## src/rtl/sdr_col_pkg.sv

```systemverilog
package sdr_col_pkg;
  typedef enum logic [2:0] {
    BLEN_1    = 3'd0,
    BLEN_2    = 3'd1,
    BLEN_4    = 3'd2,
    BLEN_8    = 3'd3,
    BLEN_PAGE = 3'd7
  } blen_e;
endpackage

```

## src/rtl/sdr_col_len_dec.sv

```systemverilog
module sdr_col_len_dec #(
  parameter int unsigned COL_W = 8
) (
  input  logic [2:0]       code_i,
  input  logic             ilv_i,
  input  logic             one_beat_i,
  output logic [COL_W-1:0] mask_o,
  output logic             full_o
);
  import sdr_col_pkg::*;

  always_comb begin
    mask_o = '0;
    full_o = 1'b0;
    if (!one_beat_i) begin
      case (code_i)
        BLEN_2:    mask_o = COL_W'(1);
        BLEN_4:    mask_o = COL_W'(3);
        BLEN_8:    mask_o = COL_W'(7);
        BLEN_PAGE: begin
          // page length is sequential-only; interleave falls back to 8
          mask_o = ilv_i ? COL_W'(7) : '1;
          full_o = !ilv_i;
        end
        default:   mask_o = '0;
      endcase
    end
  end
endmodule

```

## src/rtl/sdr_col_beat_ctr.sv

```systemverilog
module sdr_col_beat_ctr #(
  parameter int unsigned COL_W = 8
) (
  input  logic             clk_i,
  input  logic             rst_ni,
  input  logic             load_i,
  input  logic             stop_i,
  input  logic [COL_W-1:0] mask_i,
  input  logic             full_i,
  output logic             active_o,
  output logic [COL_W-1:0] cnt_o,
  output logic [COL_W-1:0] mask_o,
  output logic             last_o
);
  logic             active_q;
  logic [COL_W-1:0] cnt_q;
  logic [COL_W-1:0] mask_q;
  logic             full_q;

  assign last_o   = active_q && !full_q && (cnt_q == mask_q);
  assign active_o = active_q;
  assign cnt_o    = cnt_q;
  assign mask_o   = mask_q;

  always_ff @(posedge clk_i or negedge rst_ni) begin
    if (!rst_ni) begin
      active_q <= 1'b0;
      cnt_q    <= '0;
      mask_q   <= '0;
      full_q   <= 1'b0;
    end else if (load_i) begin
      active_q <= 1'b1;
      cnt_q    <= '0;
      mask_q   <= mask_i;
      full_q   <= full_i;
    end else if (stop_i) begin
      active_q <= 1'b0;
    end else if (active_q) begin
      if (last_o) active_q <= 1'b0;
      else        cnt_q    <= cnt_q + 1'b1; // page mode wraps naturally
    end
  end

  // a finite burst never counts past its length
  p_cnt_in_len_r5: assert property (@(posedge clk_i) disable iff (!rst_ni)
    active_q && !full_q |-> (cnt_q & ~mask_q) == '0);

  // page mode rolls over and keeps going
  p_page_wrap_r7: assert property (@(posedge clk_i) disable iff (!rst_ni)
    active_q && full_q && !load_i && !stop_i && (cnt_q == '1)
    |=> active_q && (cnt_q == '0));
endmodule

```

## src/rtl/sdr_col_map.sv

```systemverilog
module sdr_col_map #(
  parameter int unsigned COL_W = 8
) (
  input  logic [COL_W-1:0] base_i,
  input  logic [COL_W-1:0] cnt_i,
  input  logic [COL_W-1:0] mask_i,
  input  logic             ilv_i,
  output logic [COL_W-1:0] col_o
);
  logic [COL_W-1:0] sum;
  logic [COL_W-1:0] seq_col;
  logic [COL_W-1:0] ilv_col;

  assign sum     = base_i + cnt_i;
  assign seq_col = (base_i & ~mask_i) | (sum & mask_i);
  assign ilv_col = base_i ^ (cnt_i & mask_i);
  assign col_o   = ilv_i ? ilv_col : seq_col;
endmodule

```

## src/rtl/sdr_col_gen.sv

```systemverilog
module sdr_col_gen #(
  parameter int unsigned COL_W = 8
) (
  input  logic             clk_i,
  input  logic             rst_ni,
  input  logic             start_i,
  input  logic             is_write_i,
  input  logic [COL_W-1:0] start_col_i,
  input  logic [2:0]       blen_code_i,
  input  logic             interleave_i,
  input  logic             single_write_i,
  input  logic             stop_i,
  output logic             valid_o,
  output logic [COL_W-1:0] col_o,
  output logic             last_o
);
  logic [COL_W-1:0] dec_mask;
  logic             dec_full;
  logic [COL_W-1:0] cnt;
  logic [COL_W-1:0] run_mask;
  logic [COL_W-1:0] base_q;
  logic             ilv_q;

  sdr_col_len_dec #(.COL_W(COL_W)) u_dec (
    .code_i     (blen_code_i),
    .ilv_i      (interleave_i),
    .one_beat_i (is_write_i && single_write_i),
    .mask_o     (dec_mask),
    .full_o     (dec_full)
  );

  sdr_col_beat_ctr #(.COL_W(COL_W)) u_ctr (
    .clk_i    (clk_i),
    .rst_ni   (rst_ni),
    .load_i   (start_i),
    .stop_i   (stop_i),
    .mask_i   (dec_mask),
    .full_i   (dec_full),
    .active_o (valid_o),
    .cnt_o    (cnt),
    .mask_o   (run_mask),
    .last_o   (last_o)
  );

  always_ff @(posedge clk_i or negedge rst_ni) begin
    if (!rst_ni) begin
      base_q <= '0;
      ilv_q  <= 1'b0;
    end else if (start_i) begin
      base_q <= start_col_i;
      ilv_q  <= interleave_i;
    end
  end

  sdr_col_map #(.COL_W(COL_W)) u_map (
    .base_i (base_q),
    .cnt_i  (cnt),
    .mask_i (run_mask),
    .ilv_i  (ilv_q),
    .col_o  (col_o)
  );

  p_start_col_r2: assert property (@(posedge clk_i) disable iff (!rst_ni)
    start_i |=> valid_o && (col_o == $past(start_col_i)));

  p_last_in_burst_r6: assert property (@(posedge clk_i) disable iff (!rst_ni)
    last_o |-> valid_o);

  p_idle_after_last_r6: assert property (@(posedge clk_i) disable iff (!rst_ni)
    last_o && !start_i |=> !valid_o);

  p_stop_idle_r9: assert property (@(posedge clk_i) disable iff (!rst_ni)
    stop_i && !start_i |=> !valid_o);

  p_single_write_r11: assert property (@(posedge clk_i) disable iff (!rst_ni)
    start_i && is_write_i && single_write_i |=> last_o);
endmodule

```

## config.mk

```make
export PLATFORM = sky130hd
export DESIGN_NAME = sdr_col_gen
export DESIGN_NICKNAME = d
export VERILOG_FILES = /design/src/rtl/sdr_col_pkg.sv /design/src/rtl/sdr_col_len_dec.sv /design/src/rtl/sdr_col_beat_ctr.sv /design/src/rtl/sdr_col_map.sv /design/src/rtl/sdr_col_gen.sv
export SDC_FILE = /design/constraint.sdc
export NUM_CORES = 1
export LEC_CHECK = 0
export BUFFER_PORTS_ARGS = -buffer_cell sky130_fd_sc_hd__buf_2
export CORE_MARGIN = 2
export CORE_UTILIZATION = 52
export DETAILED_ROUTE_END_ITERATION = 12
export GPL_ROUTABILITY_DRIVEN = 0
export PLACE_DENSITY_LB_ADDON = 0.15
export RECOVER_POWER = 100
export SLEW_MARGIN = 20
export SYNTH_ARGS = -nofsm -noshare
export SYNTH_HDL_FRONTEND = slang
export SYNTH_HIERARCHICAL = 1
export SYNTH_SLANG_ARGS = --single-unit
```

## constraint.sdc

```tcl
create_clock -name clk_i -period 1.8 [get_ports clk_i]
set_clock_uncertainty 0.1 [all_clocks]
set_input_delay 0.09 -clock clk_i [delete_from_list [all_inputs] [get_ports clk_i]]
set_output_delay 0.09 -clock clk_i [all_outputs]
set_load 0.01 [all_outputs]
```

==> Word-level counts from Yosys, hierarchy flattened <==
Index checks and enable logic that the tools add are counted.
{ "op_classes": {"addsub": 2, "n_eq_ne": 7, "mux": 14, "n_bitwise": 6, "n_reduce_logical": 7} }
{ "ops": {"columns": ["op", "n"], "rows": [
  ["$mux 8", 7],
  ["$pmux 8 s4", 1],
  ["$and 8x8->8", 3],
  ["$add 8x1->8 const B", 1],
  ["$add 8x8->8", 1],
  ["$eq 8x8->1", 1],
  ["$not 8->8", 1],
  ["$or 8x8->8", 1],
  ["$xor 8x8->8", 1],
  ["$eq 3x2->1 const B", 2],
  ["$mux 1", 6],
  ["$ne 2x2->1 const B", 2],
  ["$eq 3x1->1 const B", 1],
  ["$eq 3x3->1 const B", 1],
  ["$logic_and 1x1->1", 3],
  ["$reduce_and 3->1", 1],
  ["$logic_not 1->1", 2],
  ["$reduce_bool 2->1", 1]
]} }
{ "totals": {"ff_bits": 27, "in_bits": 18, "output_inout_bits": 10, "wordCells": 42} }

==> Depth between registers and ports, before layout <==
{ "logic_depth": {"depth_word": 7, "mapped_depth": 8, "mapped_depth_nobuf": 8} }

==> Hierarchy <==
Netlist, hierarchy kept.
{ "by_module_without_submodules": {"columns": ["mod", "instances", "cells_per_inst", "area_per_inst_um2", "seq_area_each_um2"], "rows": [
  ["sdr_col_beat_ctr", 1, 77, 913.4, 450.4],
  ["sdr_col_map", 1, 71, 513.0, 0.0],
  ["sdr_col_gen", 1, 20, 377.9, 225.2],
  ["sdr_col_len_dec", 1, 12, 83.8, 0.0]
]} }

==> Worst setup path after synthesis <==
Ideal clock, no wire load.
{ "synth_timing": {"path_type": "register to output", "startpoint": "register u_ctr.cnt_q[0] (netlist: u_ctr/cnt_o[0])", "endpoint": "output port col_o[6]", "t_arrival_ns": 1.808, "required_ns": 1.610, "path_slack_ns": -0.198, "path_stages_with_launch": 9, "path_buffers": 0, "path_cell_list": "dfrtp_1 ha_1 inv_1 fa_1 nor2b_4 o31a_1 o31ai_2 xnor2_1 a31o_1"} }
{ "synth_between": {"elab_chain_cells": 4} }
{ "synth_lines": {"columns": ["item", "line_no", "rtl"], "rows": [
  ["start: declaration", "sdr_col_beat_ctr.sv:16", "logic [COL_W-1:0] cnt_q;"],
  ["start signal: assignment", "sdr_col_beat_ctr.sv:40", "else cnt_q <= cnt_q + 1'b1;"],
  ["$add 8x8->8", "sdr_col_map.sv:14", "assign sum = base_i + cnt_i;"],
  ["$and 8x8->8", "sdr_col_map.sv:15", "assign seq_col = (base_i & ~mask_i) | (sum & mask_i);"],
  ["$or 8x8->8", "sdr_col_map.sv:15", null],
  ["$mux 8", "sdr_col_map.sv:17", "assign col_o = ilv_i ? ilv_col : seq_col;"],
  ["end: declaration", "sdr_col_gen.sv:14", "output logic [COL_W-1:0] col_o,"]
]} }
No other way between the ends.

==> Worst setup path after layout <==
{ "layout_timing": {"startpoint": "register base_q[0]", "endpoint": "output port col_o[2]"} }
{ "layout_between": {"elab_chain_cells": 4} }
{ "layout_lines": {"columns": ["item", "line_no", "rtl"], "rows": [
  ["start: declaration", "sdr_col_gen.sv:21", "logic [COL_W-1:0] base_q;"],
  ["start signal: assignment", "sdr_col_gen.sv:50", "base_q <= start_col_i;"],
  ["$add 8x8->8", "sdr_col_map.sv:14", null],
  ["$and 8x8->8", "sdr_col_map.sv:15", null],
  ["$or 8x8->8", "sdr_col_map.sv:15", null],
  ["$mux 8", "sdr_col_map.sv:17", null]
]} }
No other way between the ends.

==> summary.md <==
| Metric | Value |
|---|---|
| Status | `finished, violations left` |
| Failing checks | `negative setup slack` |
| Highest attainable clock frequency | `0.4130 GHz` |
| Floorplan die height | `about 64 um` |
| Clk slew on worst S/H paths | `160 ps` |
| Number of max-cap violations | `0` |
| Wire length of the first global-routing pass | `8.452 mm` |
| Number of antenna repair diodes | `0` |
| Slowest cell on the critical path | `dfrtp_1` |
| Latest clock arrival within the worst-skew pair | `350 ps` |
| Register bit count reported by yosys | `27` |
| Count of buffers inserted at the top-level ports | `27` |
| Starting DRT DRC Count | `90` |
| Data arrival time at the worst-slack endpoint | `2230 ps` |
| Synthesis-to-finish area growth | `44.53%` |
| Synth Area in Compound Gates | `0.1663` |
| Number of global-route vias before repair | `1756` |
| Sinks on Clock Net | `27` |
| Delay of the slowest critical-path stage | `430 ps` |
| Count of nets left with antenna violations after detail routing | `0` |
| Area of the mapped netlist | `roughly 1900 um2` |
| Path class of the lowest-slack min-delay path | `primary input to flip-flop` |
| Crit Path Class | `flip-flop to output pin` |
| Overall Global Routing Usage | `0.2678` |
| Largest voltage drop on the vdd net | `0.4109 mV` |
| Fraction of the yosys area taken by sequential cells | `0.3579` |
| Average wire length per cell after detail routing | `~19 um` |
| CP required | `1610 ps` |
| Synthesized-area fraction occupied by and/or/nand/nor cells | `0.1491` |
| Critical Path Sink Type | `output pin` |
| Summed area of non-filler cells in the final layout | `about 2700 um2` |
| Num ports | `28` |
| Per-instance average area after synthesis | `around 10 um2` |
| Transition at the pin with the smallest max-transition slack | `699.3 ps` |
| Post-placement cell area | `2340 um2` |
| Total Wirelength | `5.597 mm` |
| Count of final hold-check violations | `0` |
| Number of buffers added by the clock tree synthesis step | `3` |
| Slew HR | `0.5338` |
| Leftover overflow at the end of global routing | `0` |
| Ratio of final minimum period to clock period | `1.345` |
| Layout cell share with drive strength beyond 1 | `0.4961` |
| Cell type contributing the most total cell area after synthesis | `dfrtp_1` |
| Horiz. Die Dim | `64.26 um` |
| Static leakage | `0.001204 uW` |
| Power per unit of standard cell area | `between 500 and 600 nW/um2` |
| Count of fill cells added during filler insertion | `217` |
| Max Fanout on Critical Path | `2` |
| Net count of the mapped netlist | `between 200 and 250` |
| Most common library cell in the layout ignoring fill and taps | `buf_4` |
| Root buffer cell | `clkbuf_4` |
| PnR worst setup slack | `-621.2 ps` |
| Post-synthesis xor/xnor area fraction | `0.06494` |
| Number of distinct library cell variants in the gate-level netlist after synthesis | `50` |
| Count of standard-cell rows | `21` |
| Post-Synthesis Cells | `180` |
| Proportion of synthesized area in mux cells | `0.1425` |
| Post-layout minimum cycle time | `2421 ps` |
| Maximum buffer depth of the clock tree | `2` |
| Final setup fails | `18` |
| Net count of the finished layout | `284` |
| HPWL reported at the end of detailed placement | `roughly 3.3 mm` |
| Share of Yosys cell area claimed by the top area cell type | `0.3579` |
| Starting density of the core | `0.5527` |
| Total core area | `3416 um2` |
| Largest family of logic cells by synthesized area | `compound AO/OA/AOI/OAI gates` |
| Setup repair after global routing missed its margin | `yes` |
| Number of warnings printed during yosys synthesis | `6` |
| Top cells by area, synth | `dfrtp_1 (36%), mux2_4 (7.2%), mux2_2 (6.6%)` |
| Top library cells by usage in the layout, fill and taps aside | `buf_4 (26), buf_2 (25), dfrtp_1 (23), mux2_2 (11)` |
| Die outline area | `approximately 4100 um2` |
| Antenna violations before repair | `0` |
| Cell breakdown of the critical path | `ha_4 > inv_2 > fa_2 > buf_4 > buf_6 > xor2_1 > a31o_2 > a21oi_2 > buf_2` |
| Routed via count | `1730` |
| Kind of launch point of the worst setup path | `flip-flop` |
| Max-slew violation count | `0` |
| Dpl ws | `-250.9 ps` |
| Count of unresolved DRC violations after routing | `0` |
| Maximum number of pins on one net before global-route repair | `28` |
| H-tree depth | `1` |
| Clock tree from TritonCTS | `built` |
| Vias per cell | `5.728` |
| Adder-cell share of the synthesized area | `0.06362` |
| Number of iterations in the first detailed-routing pass | `4` |
-- synth_stat cells, drive strengths merged --
master and n:
o211a 1, a221oi 1, or2 1, mux2 20, xnor2 10, o21ai 13
nor2 6, nand4b 1, nor3 2, a21oi 11, nand2 4, inv 8
mux2i 1, ha 8, and2 1, o31ai 4, dfrtp 27, o21a 1
o311ai 1, and3b 2, clkbuf 1, or2b 1, o22ai 3, nand4 1
or3 3, nor4 1, nand2b 4, a31o 3, a21o 1, nand3 11
nand3b 1, or4 2, xor2 4, a211o 1, fa 1, o31a 2
and2b 2, a31oi 2, a22o 1, buf 8, nor2b 3, a2111o 1
-- metal layers --
layer	up-vias	track usage	part of all wire
met5	-	0	0
li1	810	-	-
met1	851	0.3126	0.40
met2	57	0.4961	0.54
met3	12	0.03345	0.039
met4	0	0.1011	0.026
-- kinds of logic (layout without fill, tap and decap cells) --
logic type / after synthesis / after routing
AOI/OAI and AO/OA: 46 / 46
buffers and inverters: 17 / 93
xor gates and xnor gates: 14 / 14
adders and majority gates: 9 / 9
muxes: 21 / 21
and+or+nand+nor: 46 / 46
DFF: 27 / 27
-- report_power, final --
| part | internal, uW | switching [uW] |
|---|---|---|
| Combinational | 327 | 302 |
| Sequential | 647 | 48.1 |
| Clock | 84.0 | 202 |
-- critical path, delay by kind of cell, from the launching register on --
| kind | cells | cell delay (ps) |
|---|---|---|
| adder cells (fa/ha/maj) | 2 | 550 |
| buffers and inverters | 4 | 430 |
| flip-flops | 1 | 430 |
| AO/OA/AOI/OAI | 2 | 340 |
| XOR/XNOR | 1 | 140 |
-- layout make-up --
class	count	area, um2	share of cell area
tap	46	57.56	0.02109
timing repair buffer	81	569.3	0.2086
inverter	8	30.03	0.01100
multi-input combinational	136	1364	0.4998
clock inverter	1	5.005	0.001834
clock buffer	3	22.52	0.008253
sequential	27	680.7	0.2494
-- state kept, by name, summed over array words and instances, names as in the netlist --
name            cells
u_ctr/cnt_o         8
u_ctr/active_o      1
u_ctr/mask_o        8
u_ctr/full_q        1
base_q              8
ilv_q               1
-- worst paths after layout --
kind,from,end,slack [ps],cells past startpoint
max,base_q[0],col_o[2],-620,9
min,start_i,u_ctr/cnt_o[0],40,2
max reg2reg,u_ctr/cnt_o[1],u_ctr/cnt_o[1],-100,7
min reg2reg,base_q[7],base_q[7],450,1
max in group asynchronous,rst_ni,u_ctr/cnt_o[0],920,2
min in group asynchronous,rst_ni,base_q[5],190,2
-- per-stage QoR --
step | hold WS [ps] | std cells | total power, uW | util | setup TNS (ps)
3_5_place_dp | 42.15 | 280 | 1188 | 0.6850 | -1550
2_1_floorplan | -305.6 | 180 | 991.2 | - | -153.8
4_1_cts | 31.80 | 299 | 1554 | 0.7733 | -5336
3_3_place_gp | 37.06 | 280 | 1171 | 0.6850 | -1501
5_1_grt | 46.88 | 302 | 1684 | 0.7989 | -5131
6_report | 37.52 | 302 | 1610 | 0.7989 | -4115
-- what timing repair did --
| item | in CTS | in global routing |
|---|---|---|
| pin swaps | 19 | 24 |
| gates resized for setup | 27 | 21 |
| buffers inserted | 4 | 6 |
| endpoints found under the setup margin | 17 | 17 |
| gates cloned | 1 | 0 |
| hold endpoints to repair | 36 | 0 |
| hold buffers | 10 | 0 |
No activity file was read; power rests on OpenSTA's default activity.
